**src/rtl/line_locked_clkdiv_pkg.sv**
```systemverilog
package line_locked_clkdiv_pkg;
  // Which half of a processor cycle a master-clock slot belongs to.
  typedef enum logic {
    SEG_LOW  = 1'b0,
    SEG_HIGH = 1'b1
  } seg_e;
endpackage

```
**src/rtl/llc_phase_timer.sv**
```systemverilog
// Counts master clocks inside one processor cycle. Normal length is BASE_LEN.
// While the stretched cycle is running, the length grows by EXTRA_LEN.
module llc_phase_timer #(
  parameter int BASE_LEN  = 14,
  parameter int EXTRA_LEN = 2,
  localparam int LONG_LEN = BASE_LEN + EXTRA_LEN,
  localparam int PH_W     = $clog2(LONG_LEN)
) (
  input  logic            clk,
  input  logic            rst,
  input  logic            long_cycle,
  output logic [PH_W-1:0] phase_nxt,
  output logic            cycle_end
);
  logic [PH_W-1:0] phase_q;
  logic [PH_W-1:0] last_slot;

  always_comb begin
    last_slot = long_cycle ? PH_W'(LONG_LEN - 1) : PH_W'(BASE_LEN - 1);
    cycle_end = (phase_q == last_slot);
    phase_nxt = cycle_end ? '0 : phase_q + 1'b1;
  end

  always_ff @(posedge clk) begin
    if (rst) phase_q <= '0;
    else     phase_q <= phase_nxt;
  end
endmodule

```
**src/rtl/llc_cycle_tracker.sv**
```systemverilog
// Tracks which processor cycle of the line is running and flags the stretched one.
module llc_cycle_tracker #(
  parameter int CYCLES     = 65,
  localparam int IDX_W     = $clog2(CYCLES),
  localparam int LAST      = CYCLES - 1
) (
  input  logic             clk,
  input  logic             rst,
  input  logic             advance,
  output logic [IDX_W-1:0] idx,
  output logic [IDX_W-1:0] idx_nxt,
  output logic             is_last
);
  always_comb begin
    is_last = (idx == IDX_W'(LAST));
    if (!advance)     idx_nxt = idx;
    else if (is_last) idx_nxt = '0;
    else              idx_nxt = idx + 1'b1;
  end

  always_ff @(posedge clk) begin
    if (rst) idx <= '0;
    else     idx <= idx_nxt;
  end
endmodule

```
**src/rtl/llc_clk_shaper.sv**
```systemverilog
// Registers the processor clock and line strobe from next-state counter values.
// This keeps them aligned with the counters and free of glitches.
module llc_clk_shaper
  import line_locked_clkdiv_pkg::*;
#(
  parameter int PH_W    = 4,
  parameter int IDX_W   = 7,
  parameter int LOW_LEN = 7
) (
  input  logic             clk,
  input  logic             rst,
  input  logic [PH_W-1:0]  phase_nxt,
  input  logic [IDX_W-1:0] idx_nxt,
  output logic             cpu_clk,
  output logic             line_strobe
);
  seg_e seg_nxt;
  logic strobe_nxt;

  always_comb begin
    seg_nxt    = (phase_nxt >= PH_W'(LOW_LEN)) ? SEG_HIGH : SEG_LOW;
    strobe_nxt = (phase_nxt == '0) && (idx_nxt == '0);
  end

  always_ff @(posedge clk) begin
    if (rst) begin
      cpu_clk     <= 1'b0;
      line_strobe <= 1'b1;
    end else begin
      cpu_clk     <= (seg_nxt == SEG_HIGH);
      line_strobe <= strobe_nxt;
    end
  end
endmodule

```
**src/rtl/line_locked_clkdiv.sv**
```systemverilog
module line_locked_clkdiv #(
  parameter int BASE_LEN  = 14,
  parameter int EXTRA_LEN = 2,
  parameter int CYCLES    = 65,
  localparam int LONG_LEN = BASE_LEN + EXTRA_LEN,
  localparam int PH_W     = $clog2(LONG_LEN),
  localparam int IDX_W    = $clog2(CYCLES),
  localparam int LOW_LEN  = BASE_LEN / 2
) (
  input  logic             clk,
  input  logic             rst,
  output logic             cpu_clk,
  output logic             line_strobe,
  output logic [IDX_W-1:0] cycle_idx
);
  logic [PH_W-1:0]  phase_nxt;
  logic             cycle_end;
  logic             is_last;
  logic [IDX_W-1:0] idx_nxt;

  llc_phase_timer #(.BASE_LEN(BASE_LEN), .EXTRA_LEN(EXTRA_LEN)) u_phase (
    .clk        (clk),
    .rst        (rst),
    .long_cycle (is_last),
    .phase_nxt  (phase_nxt),
    .cycle_end  (cycle_end)
  );

  llc_cycle_tracker #(.CYCLES(CYCLES)) u_cyc (
    .clk     (clk),
    .rst     (rst),
    .advance (cycle_end),
    .idx     (cycle_idx),
    .idx_nxt (idx_nxt),
    .is_last (is_last)
  );

  llc_clk_shaper #(.PH_W(PH_W), .IDX_W(IDX_W), .LOW_LEN(LOW_LEN)) u_shape (
    .clk         (clk),
    .rst         (rst),
    .phase_nxt   (phase_nxt),
    .idx_nxt     (idx_nxt),
    .cpu_clk     (cpu_clk),
    .line_strobe (line_strobe)
  );
endmodule

```
**config.mk**
```make
export PLATFORM = sky130hd
export DESIGN_NAME = line_locked_clkdiv
export DESIGN_NICKNAME = d
export VERILOG_FILES = /design/src/rtl/line_locked_clkdiv_pkg.sv /design/src/rtl/llc_phase_timer.sv /design/src/rtl/llc_cycle_tracker.sv /design/src/rtl/llc_clk_shaper.sv /design/src/rtl/line_locked_clkdiv.sv
export SDC_FILE = /design/constraint.sdc
export NUM_CORES = 1
export LEC_CHECK = 0
export CORE_MARGIN = 5
export CORE_UTILIZATION = 25
export DETAILED_ROUTE_END_ITERATION = 12
export DONT_BUFFER_PORTS = 1
export PLACE_DENSITY_LB_ADDON = 0.25
export SKIP_LAST_GASP = 1
export SLEW_MARGIN = 20
export SYNTH_ARGS = -nofsm -noshare
export SYNTH_HDL_FRONTEND = slang
export SYNTH_SLANG_ARGS = --single-unit
```
**constraint.sdc**
```tcl
create_clock -name clk -period 2.32 [get_ports clk]
set_input_delay 0.464 -clock clk [delete_from_list [all_inputs] [get_ports clk]]
set_output_delay 0.464 -clock clk [all_outputs]
set_load 0.02 [all_outputs]
```
==> impl_results.md, run 1 <==
- Status: finished, final reports clean
- Largest net degree at the start of global routing: 13
- CP arrival: 2.13 ns
- First-pass GRT wire length: 3170 µm
- H-tree Lvls: 1
- Initial DRT Pass Iterations: 6
- CP max-delay cell: or4b_1
- Power Dens Cells: 487 nW/µm²
- Antenna violations before repair: 0
- Clk slew on worst S/H paths: 0.08 ns
- Crit-path cells: ha_1 -> nand3_1 -> or4b_1 -> nand4_1 -> nor2_1 -> a41o_1
- Initial Util: 0.259
- Crit-path max FO: 5
- CTS sink count: 13
- Die width: 66.0 µm
- Max-slew headroom: 0.686
- Root Driver: clkbuf_4
- Crit path buf inv count: 0
- Multiplexer share of the synthesized area: 0.0256
- Xor and xnor area share after synthesis: 0.0559
- Gr ovfl total: 0
- Fmax: 0.512 GHz
- Post-Route WL: 1820 µm
- Wl on met1: 787 µm
- Post-synthesis cell count: 92
- Highest Signal Layer: met4
- Die area: 4350 µm²
- Iter 0 DRT Violations: 39
- Synth Area per Inst: 8.51 µm²
- Post-Synth Simple-Gate Area: 0.308
- Largest family of logic cells by synthesized area: simple AND/OR/NAND/NOR gates
- Cell variety after synth: 33
- Post-synth EDFFs: 0
- Reg-to-Reg Start: u_cyc.idx[1]
- Cts repair resizes: 0
- RSZ-0062 raised after global routing: false
- Vias: 679
- VDD IR max: 0.131 mV
- Slowest cell delay on critical path: 0.53 ns
- Post-CTS setup buffers: 0
- Post-DP HPWL: 1360 µm
- Worst skew pair latency: 0.28 ns
- CP top delay family: simple AND/OR/NAND/NOR gates
- I/O pin cnt: 11
- CP Capture Type: flop
- Setup ws final: 0.366 ns
- Antenna cell count: 0
- Clk_skew: 0.00258 ns
- Via-to-Cell Ratio: 4.85
- Share of cells above drive strength 1: 0.146
- Least-Margin Pin Slew: 0.471 ns
- Antenna Nets Post-Route: 0
- Compound-Gate Fraction of Synth Area: 0.184
- WL met3: 111 µm
- Required time of the critical path: 2.50 ns
- Register bit total from synthesis: 13
- Top FF cell, synth: dfxtp_1
- Final-report setup violation count: 0
- Routability cong.: 0.878
- Cell Area, Synth: 783 µm²
- Worst setup startpoint: u_cyc.idx[1]
- # hold bufs at CTS: 0
- Post-synth top area cell: dfxtp_1
- Adder-Cell Fraction of Synth Area: 0.0479
- IO buf count: 0
- Area Growth Syn to Fin: 12.0%
- Inserted Clock Buffers: 3
- Vias in the first global route: 668
- Syn_nets: 97
- Synth area leaders: dfxtp_1, ha_1, nor2_1
- # rows: 20
- Setup TNS: 0 ns
- Yosys top cell area share: 0.332
- Post-synthesis sequential area ratio: 0.332
- Max-capacitance violation count: 0
- Pre-CTS setup slack: 0.349 ns
- Max Slew Vio Count: 0
- Leakage: 0.000315 µW
- Fin nets: 102
- Synth warnings: 0
- Hold Path Class: in -> reg
- Tmin final: 1.95 ns
- Wire per inst: 13.0 µm
- Final cycle utilization of the critical path: 0.842
- Critical path type: reg -> reg
- Async set-reset flop share out of synthesis: 0
- CP Launch Type: flop
- Final Hold Viols: 0
- CTS tree: done
- DRC Markers: 0
- Die height: 66.0 µm
- WL met2: 855 µm
- All-Layer GR Usage: 0.0969
- Clock buffer depth: 2
- Core area: 3030 µm²
- HP Start: rst
-- registers in the layout (all words and copies together), names as in the netlist --
name and cells:
u_phase.phase_q 4, u_shape.cpu_clk 1, u_shape.line_strobe 1, u_cyc.idx 7
-- through the flow --
step | power [µW] | hold slack, ns | instance area (µm²) | util | cells
2_1_floorplan | 279 | 0.441 | 783 | - | 92
3_3_place_gp | 288 | 0.468 | 851 | 0.281 | 136
3_5_place_dp | 288 | 0.476 | 851 | 0.281 | 136
4_1_cts | 434 | 0.224 | 877 | 0.290 | 140
5_1_grt | 453 | 0.219 | 877 | 0.290 | 140
6_report | 427 | 0.233 | 877 | 0.290 | 140
-- synth_stat cells (2+ instances only) --
cell type  count
xor2_1         2
a21oi_1        5
clkbuf_1       2
nor2b_1        4
nor3_1         3
nand4_1        2
and2_1         2
o211ai_1       3
xnor2_1        3
nand2_1        7
or3_1          2
mux2i_1        2
inv_1          5
a41o_1         2
nand3_1        3
buf_2          2
nor2_1         8
dfxtp_1       13
a211oi_1       2
o21ai_0        5
ha_1           3
-- area by class of cell --
type / instances / area, µm²
clock buffer: 4 / 26.3
multi-input combinational: 70 / 487
fill: 326 / 2150
timing repair buffer: 4 / 30.0
sequential: 13 / 260
tap: 44 / 55.1
inverter: 5 / 18.8
-- cells by family (layout without fill, tap and decap cells) --
logic type,Yosys count,after routing
XOR/XNOR,5,5
multiplexers,2,2
adder cells (fa/ha/maj),3,3
flip-flops,13,13
AO/OA/AOI/OAI,21,21
AND/OR/NAND/NOR,39,39
buffers and inverters,9,13
-- worst reg2reg max path, stage by stage (launching register included) --
cell and delay (ns):
dfxtp_1 0.51, ha_1 0.28, nand3_1 0.13, or4b_1 0.53, nand4_1 0.11, nor2_1 0.06, a41o_1 0.24
-- cells in the final DEF (no fill, tap or decap), types with 4 or more instances in the layout --
master   count
nor2b_1      4
buf_4        4
nand2_1      7
o21ai_0      5
a21oi_1      5
nor2_1       8
dfxtp_1     13
inv_1        5
-- final timing paths --
check	end	slack, ns	depth (start not counted)
setup / recovery	u_shape.line_strobe	0.37	6
hold / removal	u_phase.phase_q[0]	0.23	1
setup reg to reg	u_shape.line_strobe	0.37	6
hold reg to reg	u_phase.phase_q[0]	0.49	1
-- routing by layer --
layer,vias up,global-route usage
met2,21,0.155
met3,5,0.0272
met4,0,0.0761
met1,311,0.107
met5,-,0
li1,342,-
-- where the power goes --
| part | switching, µW | internal (µW) |
|---|---|---|
| logic | 27.3 | 18.3 |
| registers | 8.58 | 230 |
| clock network | 76.2 | 66.9 |
| total | 112 | 315 |
Power figures use the tool's default switching activity.
==> run 2: changes to the inputs <==
--- a/config.mk
+++ b/config.mk
@@ -5,6 +5,7 @@
 export SDC_FILE = /design/constraint.sdc
 export NUM_CORES = 1
 export LEC_CHECK = 0
+export ABC_AREA = 1
 export CORE_MARGIN = 5
 export CORE_UTILIZATION = 25
 export DETAILED_ROUTE_END_ITERATION = 12
==> constraint.sdc (replaced) <==
create_clock -name clk -period 1.8 [get_ports clk]
set_input_delay 0.36 -clock clk [delete_from_list [all_inputs] [get_ports clk]]
set_output_delay 0.36 -clock clk [all_outputs]
set_load 0.02 [all_outputs]
==> run 2 against run 1 <==
Net effect: clock skew decreased by 0.0012 ns; clock power grew 26%; synthesized area decreased by 1.1%; largest cell class unchanged; clock-buffer cell count is the same; sequential power increased by 29%; total power grew 23%; non-clock buffer count up 3; combinational power fell by 18%; first-iteration DRC count grew 38%; critical endpoint unchanged; sequential cell count unchanged.
==> impl_results.md, run 2 <==
- Status: finished, final reports clean
- Final-report setup violation count: 0
- Synth Area per Inst: 7.04 µm²
- Max Slew Vio Count: 0
- R2r setup slk: 0.16 ns
- Critical path type: reg -> reg
- VDD IR max: 0.270 mV
- Die height: 65.7 µm
- Post-synthesis sequential area ratio: 0.336
- Synth warnings: 0
- Post-Route WL: 1740 µm
- Worst Setup EP: u_shape.line_strobe
- Most frequent cell after synthesis: nand2_1
- Clock buffer depth: 2
- H-tree Lvls: 1
- Core area: 3000 µm²
- Cell Area, Synth: 774 µm²
- Top Registers: u_cyc.idx: 7 flops, u_phase.phase_q: 4 flops
- Via-to-Cell Ratio: 4.55
- Max-capacitance violation count: 0
- HP Start: rst
- Async set-reset flop share out of synthesis: 0
- First-pass GRT wire length: 2810 µm
- All-Layer GR Usage: 0.0835
- Max reg flops: 7
- Setup TNS: 0 ns
- Overall power: 524 µW
- Most frequent cells in the layout: nand2_1, nor2_1, inv_1
- Fin nets: 127
- Power Dens Cells: 563 nW/µm²
- Syn_nets: 115
- Inserted Clock Buffers: 3
- Met1 GRT Util: 0.0987
- Vias in the first global route: 659
- Initial DRT Pass Iterations: 4
- Post-synth EDFFs: 0
- GRT met2 Usage: 0.138
- Wire per inst: 11.3 µm
- Iter 0 DRT Violations: 54
- FF-to-FF End: u_shape.line_strobe
- Final Non-Filler Cells: 154
- Worst skew pair latency: 0.27 ns
- Post-synthesis cell count: 110
- Largest net degree at the start of global routing: 13
- Die width: 65.7 µm
- Post-DP HPWL: 1290 µm
- Hold Path Class: in -> reg
- Share of cells above drive strength 1: 0.215
- Crit-path max FO: 7
- Vias: 701
- I/O pin cnt: 11
- Synth area leaders: dfxtp_1, nand2_1, nor2_1
- Cell Area, Placed: 857 µm²
- Gr ovfl total: 0
- Met3 Resource Use GR: 0.0222
- Routability cong.: 0.797
- DP Cell Count: 148
- Finished layout cell area: 931 µm²
- Final cycle utilization of the critical path: 0.912
- Required time of the critical path: 2.02 ns
- Most flops, register: u_cyc.idx
- RSZ-0062 raised after global routing: false
- Root Driver: clkbuf_4
- CP Launch Type: flop
- Sequential Area: 262 µm²
- Grt peak-use layer: met2
- Initial Util: 0.258
- Fmax: 0.609 GHz
- Top cells by count, synth: nand2_1, nor2_1, inv_1, dfxtp_1, nand3_1
- Max-slew headroom: 0.753
- CP arrival: 1.86 ns
- DRC Markers: 0
- # hold bufs at CTS: 0
- Die area: 4310 µm²
- Final Hold Viols: 0
- Tmin final: 1.64 ns
- CTS sink count: 13
- Fillcell total: 334
- # rows: 20
- Worst setup startpoint: u_cyc.idx[4]
- Worst reg-to-reg path cell count: 10
- CTS tree: done
- Antenna Nets Post-Route: 0
- Antenna cell count: 0
- Area Growth Syn to Fin: 20.2%
- Post-synth top area cell: dfxtp_1
- Least-Margin Pin Slew: 0.369 ns
- Antenna violations before repair: 0
- Leakage: 0.000433 µW
- CP Capture Type: flop
- Clk_skew: 0.00134 ns
- Register bit total from synthesis: 13
- Yosys top cell area share: 0.336
- Top FF cell, synth: dfxtp_1
- Multi-input combinational cell area: 484 µm²
- Reg-to-Reg Start: u_cyc.idx[4]
- IO buf count: 0
- Most common cell after layout, fill and taps aside: nand2_1
- Clk slew on worst S/H paths: 0.08 ns
- Cell variety after synth: 22
-- run 2: changes by cell type after synthesis, sizes merged, moves of 3 or more --
cell and delta:
nand2 +24, o21ai -3, nand3 +8, nor3 -5, xnor2 -3, inv +10
o211ai -3, nor2 +12, nor2b -4
-- run 2: area by class of cell --
class | instances | share of cell area
Tap cell | 33 | 0.0444
Multi-Input combinational cell | 80 | 0.520
Clock buffer | 4 | 0.0282
Sequential cell | 13 | 0.281
Timing Repair Buffer | 7 | 0.0565
Inverter | 17 | 0.0699
-- run 2: routing by layer --
metal | up-vias | wire (µm)
li1 | 371 | -
met1 | 318 | 741
met2 | 10 | 899
met3 | 2 | 82
met4 | 0 | 14
met5 | - | 0
-- run 2: power by group --
group | internal, µW | total [µW] | switching (µW)
Combinational | 12.6 | 37.2 | 24.6
Sequential | 296 | 307 | 11.0
Clock | 85.7 | 180 | 94.0
Total | 395 | 524 | 130
-- run 2: logic make-up after synthesis --
group / count (synthesis) / synth area share
simple gates: 68 / 0.460
buf+inv: 18 / 0.0888
flops: 13 / 0.336
compound gates: 6 / 0.0436
fa+ha+maj: 3 / 0.0485
xor+xnor: 2 / 0.0226
-- run 2: metrics by stage --
| stage | hold slack [ns] | setup slack [ns] | utilization |
|---|---|---|---|
| floorplan | 0.430 | 0.174 | - |
| global placement | 0.431 | 0.129 | 0.285 |
| detailed placement | 0.433 | 0.111 | 0.285 |
| CTS | 0.139 | 0.0849 | 0.294 |
| global route | 0.121 | 0.00950 | 0.310 |
| finish | 0.144 | 0.159 | 0.310 |
-- run 2: worst min path at each step --
stage	cells past startpoint	to
6_report	1	u_cyc.idx[2]
3_5_place_dp	1	u_phase.phase_q[0]
3_3_place_gp	1	u_phase.phase_q[0]
4_1_cts	1	u_phase.phase_q[0]
5_1_grt	1	u_cyc.idx[2]
2_1_floorplan	1	u_phase.phase_q[0]
-- run 2: timing repair --
item                                    in CTS  in global routing
resized for setup                            0                  7
hold endpoints to repair                     0                  0
buffers inserted                             0                  1
endpoints found under the setup margin       0                  1
-- run 2: critical path, cell delays in order, from the launching register on --
cell,delay (ns)
dfxtp_1,0.55
inv_1,0.18
nand2_1,0.11
nor2_2,0.05
nand3_4,0.12
nand3_4,0.12
a21oi_2,0.16
nand3_1,0.10
nor2_1,0.09
nand2_1,0.06
nand2_1,0.06
==> run 3: changes to the inputs <==
--- a/config.mk
+++ b/config.mk
@@ -6,6 +6,8 @@
 export NUM_CORES = 1
 export LEC_CHECK = 0
 export ABC_AREA = 1
+export CELL_PAD_IN_SITES_DETAIL_PLACEMENT = 1
+export CELL_PAD_IN_SITES_GLOBAL_PLACEMENT = 1
 export CORE_MARGIN = 5
 export CORE_UTILIZATION = 25
 export DETAILED_ROUTE_END_ITERATION = 12
==> run 3 against run 2 <==
Net effect: clock-buffer cell count unchanged; first-iteration DRC count fell by 44%; via count is 0.57% lower; worst hold slack better by 0.0033 ns; total power down 0.83%; critical path type unchanged; largest cell class unchanged; largest power group unchanged; highest routed layer unchanged.
==> impl_results.md, run 3 (synthesized netlist as in run 2, its figures left out) <==
- Core area: 3000 µm²
- Multi-input combinational cell area: 478 µm²
- Routability cong.: 0.771
- GRT met2 Usage: 0.154
- Overall power: 520 µW
- Vias in the first global route: 720
- Leakage: 0.000433 µW
- Share of cells above drive strength 1: 0.254
- Clk_skew: 0.00417 ns
- Max-capacitance violation count: 0
- Via-to-Cell Ratio: 4.50
- Setup ws final: 0.202 ns
- Initial Util: 0.258
- Initial DRT Pass Iterations: 4
- Post-Route WL: 1910 µm
- Met1 GRT Util: 0.124
- Die height: 65.7 µm
- Met3 Resource Use GR: 0.0205
- Antenna cell count: 0
- Antenna violations before repair: 0
- # rows: 20
- # hold bufs at CTS: 0
- Final-report setup violation count: 0
- Power Dens Cells: 556 nW/µm²
- Post-DP HPWL: 1550 µm
- Crit-path max FO: 6
- Inserted Clock Buffers: 3
- Crit-path cells: inv_2 -> ha_2 -> inv_1 -> nor2_2 -> nand3_4 -> nand2_4 -> nand3_4 -> a21oi_2 -> nand3_1 -> nor2_1 -> nand2_1 -> nand2_1
- Tmin final: 1.60 ns
- Antenna Nets Post-Route: 0
- CP Capture Type: flop
- H-tree Lvls: 1
- Worst setup startpoint: u_cyc.idx[1]
- CP max-delay cell: dfxtp_1
- Die area: 4310 µm²
- Wire per inst: 12.3 µm
- Fmax: 0.626 GHz
- Clk slew on worst S/H paths: 0.08 ns
- HP Start: rst
- CP Launch Type: flop
- Post-Route Hold Slack: 0.147 ns
- Slowest cell delay on critical path: 0.35 ns
- Required time of the critical path: 2.02 ns
- Final cycle utilization of the critical path: 0.888
- Grt peak-use layer: met2
- Most frequent cells in the layout: nand2_1, nor2_1, dfxtp_1
- Top Registers: u_cyc.idx: 7 flops, u_phase.phase_q: 4 flops
- Least-Margin Pin Slew: 0.326 ns
- Most common cell after layout, fill and taps aside: nand2_1
- Reg-to-Reg Start: u_cyc.idx[1]
- Gr ovfl total: 0
- Worst skew pair latency: 0.27 ns
- Vias: 697
- I/O pin cnt: 11
- DRC Markers: 0
- Final Hold Viols: 0
- Sequential Area: 260 µm²
- CTS tree: done
- Iter 0 DRT Violations: 30
- Fillcell total: 383
- Hold Path Class: in -> reg
- Most flops, register: u_cyc.idx
- CP arrival: 1.82 ns
- Post-CTS setup buffers: 0
- Root Driver: clkbuf_4
- Max Slew Vio Count: 0
- Max reg flops: 7
- Critical path type: reg -> reg
- Max-slew headroom: 0.782
- Area Growth Syn to Fin: 20.7%
- VDD IR max: 0.237 mV
- Clock buffer depth: 2
- R2r setup slk: 0.20 ns
- IO buf count: 0
- Cts repair resizes: 0
- First-pass GRT wire length: 3260 µm
- Setup TNS: 0 ns
- Status: finished, final reports clean
- Pre-CTS setup slack: 0.0596 ns
- RSZ-0062 raised after global routing: false
- Die width: 65.7 µm
- All-Layer GR Usage: 0.0983
- Fin nets: 128
- CTS sink count: 13
- Largest net degree at the start of global routing: 13
-- run 3: cell types whose count changed in the layout (fill, tap and decap cells not counted), moves of 2 or more --
cell | previous run | this run
nand3_2 | 0 | 2
ha_1 | 3 | 1
inv_2 | 1 | 3
inv_1 | 14 | 12
ha_2 | 0 | 2
-- run 3: power by group --
group | total, µW | internal, µW | switching [µW]
sequential | 308 | 296 | 11.3
clock | 176 | 85.7 | 90.3
combinational | 36.1 | 12.5 | 23.7
total | 520 | 394 | 125
-- run 3: cell type report --
cell class,instances,share of cell area
clock buffer,4,0.0281
tap,33,0.0442
inverter,17,0.0696
timing repair buffer,8,0.0683
multi-input combinational,80,0.511
sequential,13,0.278
-- run 3: critical path: cells and delay by family (launching register included) --
kind	cells	cell delay (ns)
and+or+nand+nor	8	0.74
DFF	1	0.35
adders and majority gates	1	0.17
AOI/OAI and AO/OA	1	0.16
buffers and inverters	2	0.12
-- run 3: through the flow --
step                utilization  instance area, µm²  cells
detailed placement        0.290                 872    150
finish                    0.311                 935    155
floorplan                     -                 774    110
CTS                       0.299                 898    154
global route              0.311                 935    155
global placement          0.290                 872    150
-- run 3: final timing paths --
check / to / depth (start not counted)
setup / recovery: u_shape.line_strobe / 12
setup reg to reg: u_shape.line_strobe / 12
hold reg to reg: u_phase.phase_q[0] / 1
hold / removal: u_phase.phase_q[0] / 1
-- run 3: metal layers --
metal / routed length (µm) / up-vias
met2: 929 / 8
met4: 16 / 0
met1: 896 / 317
li1: - / 370
met3: 65 / 2
met5: 0 / -
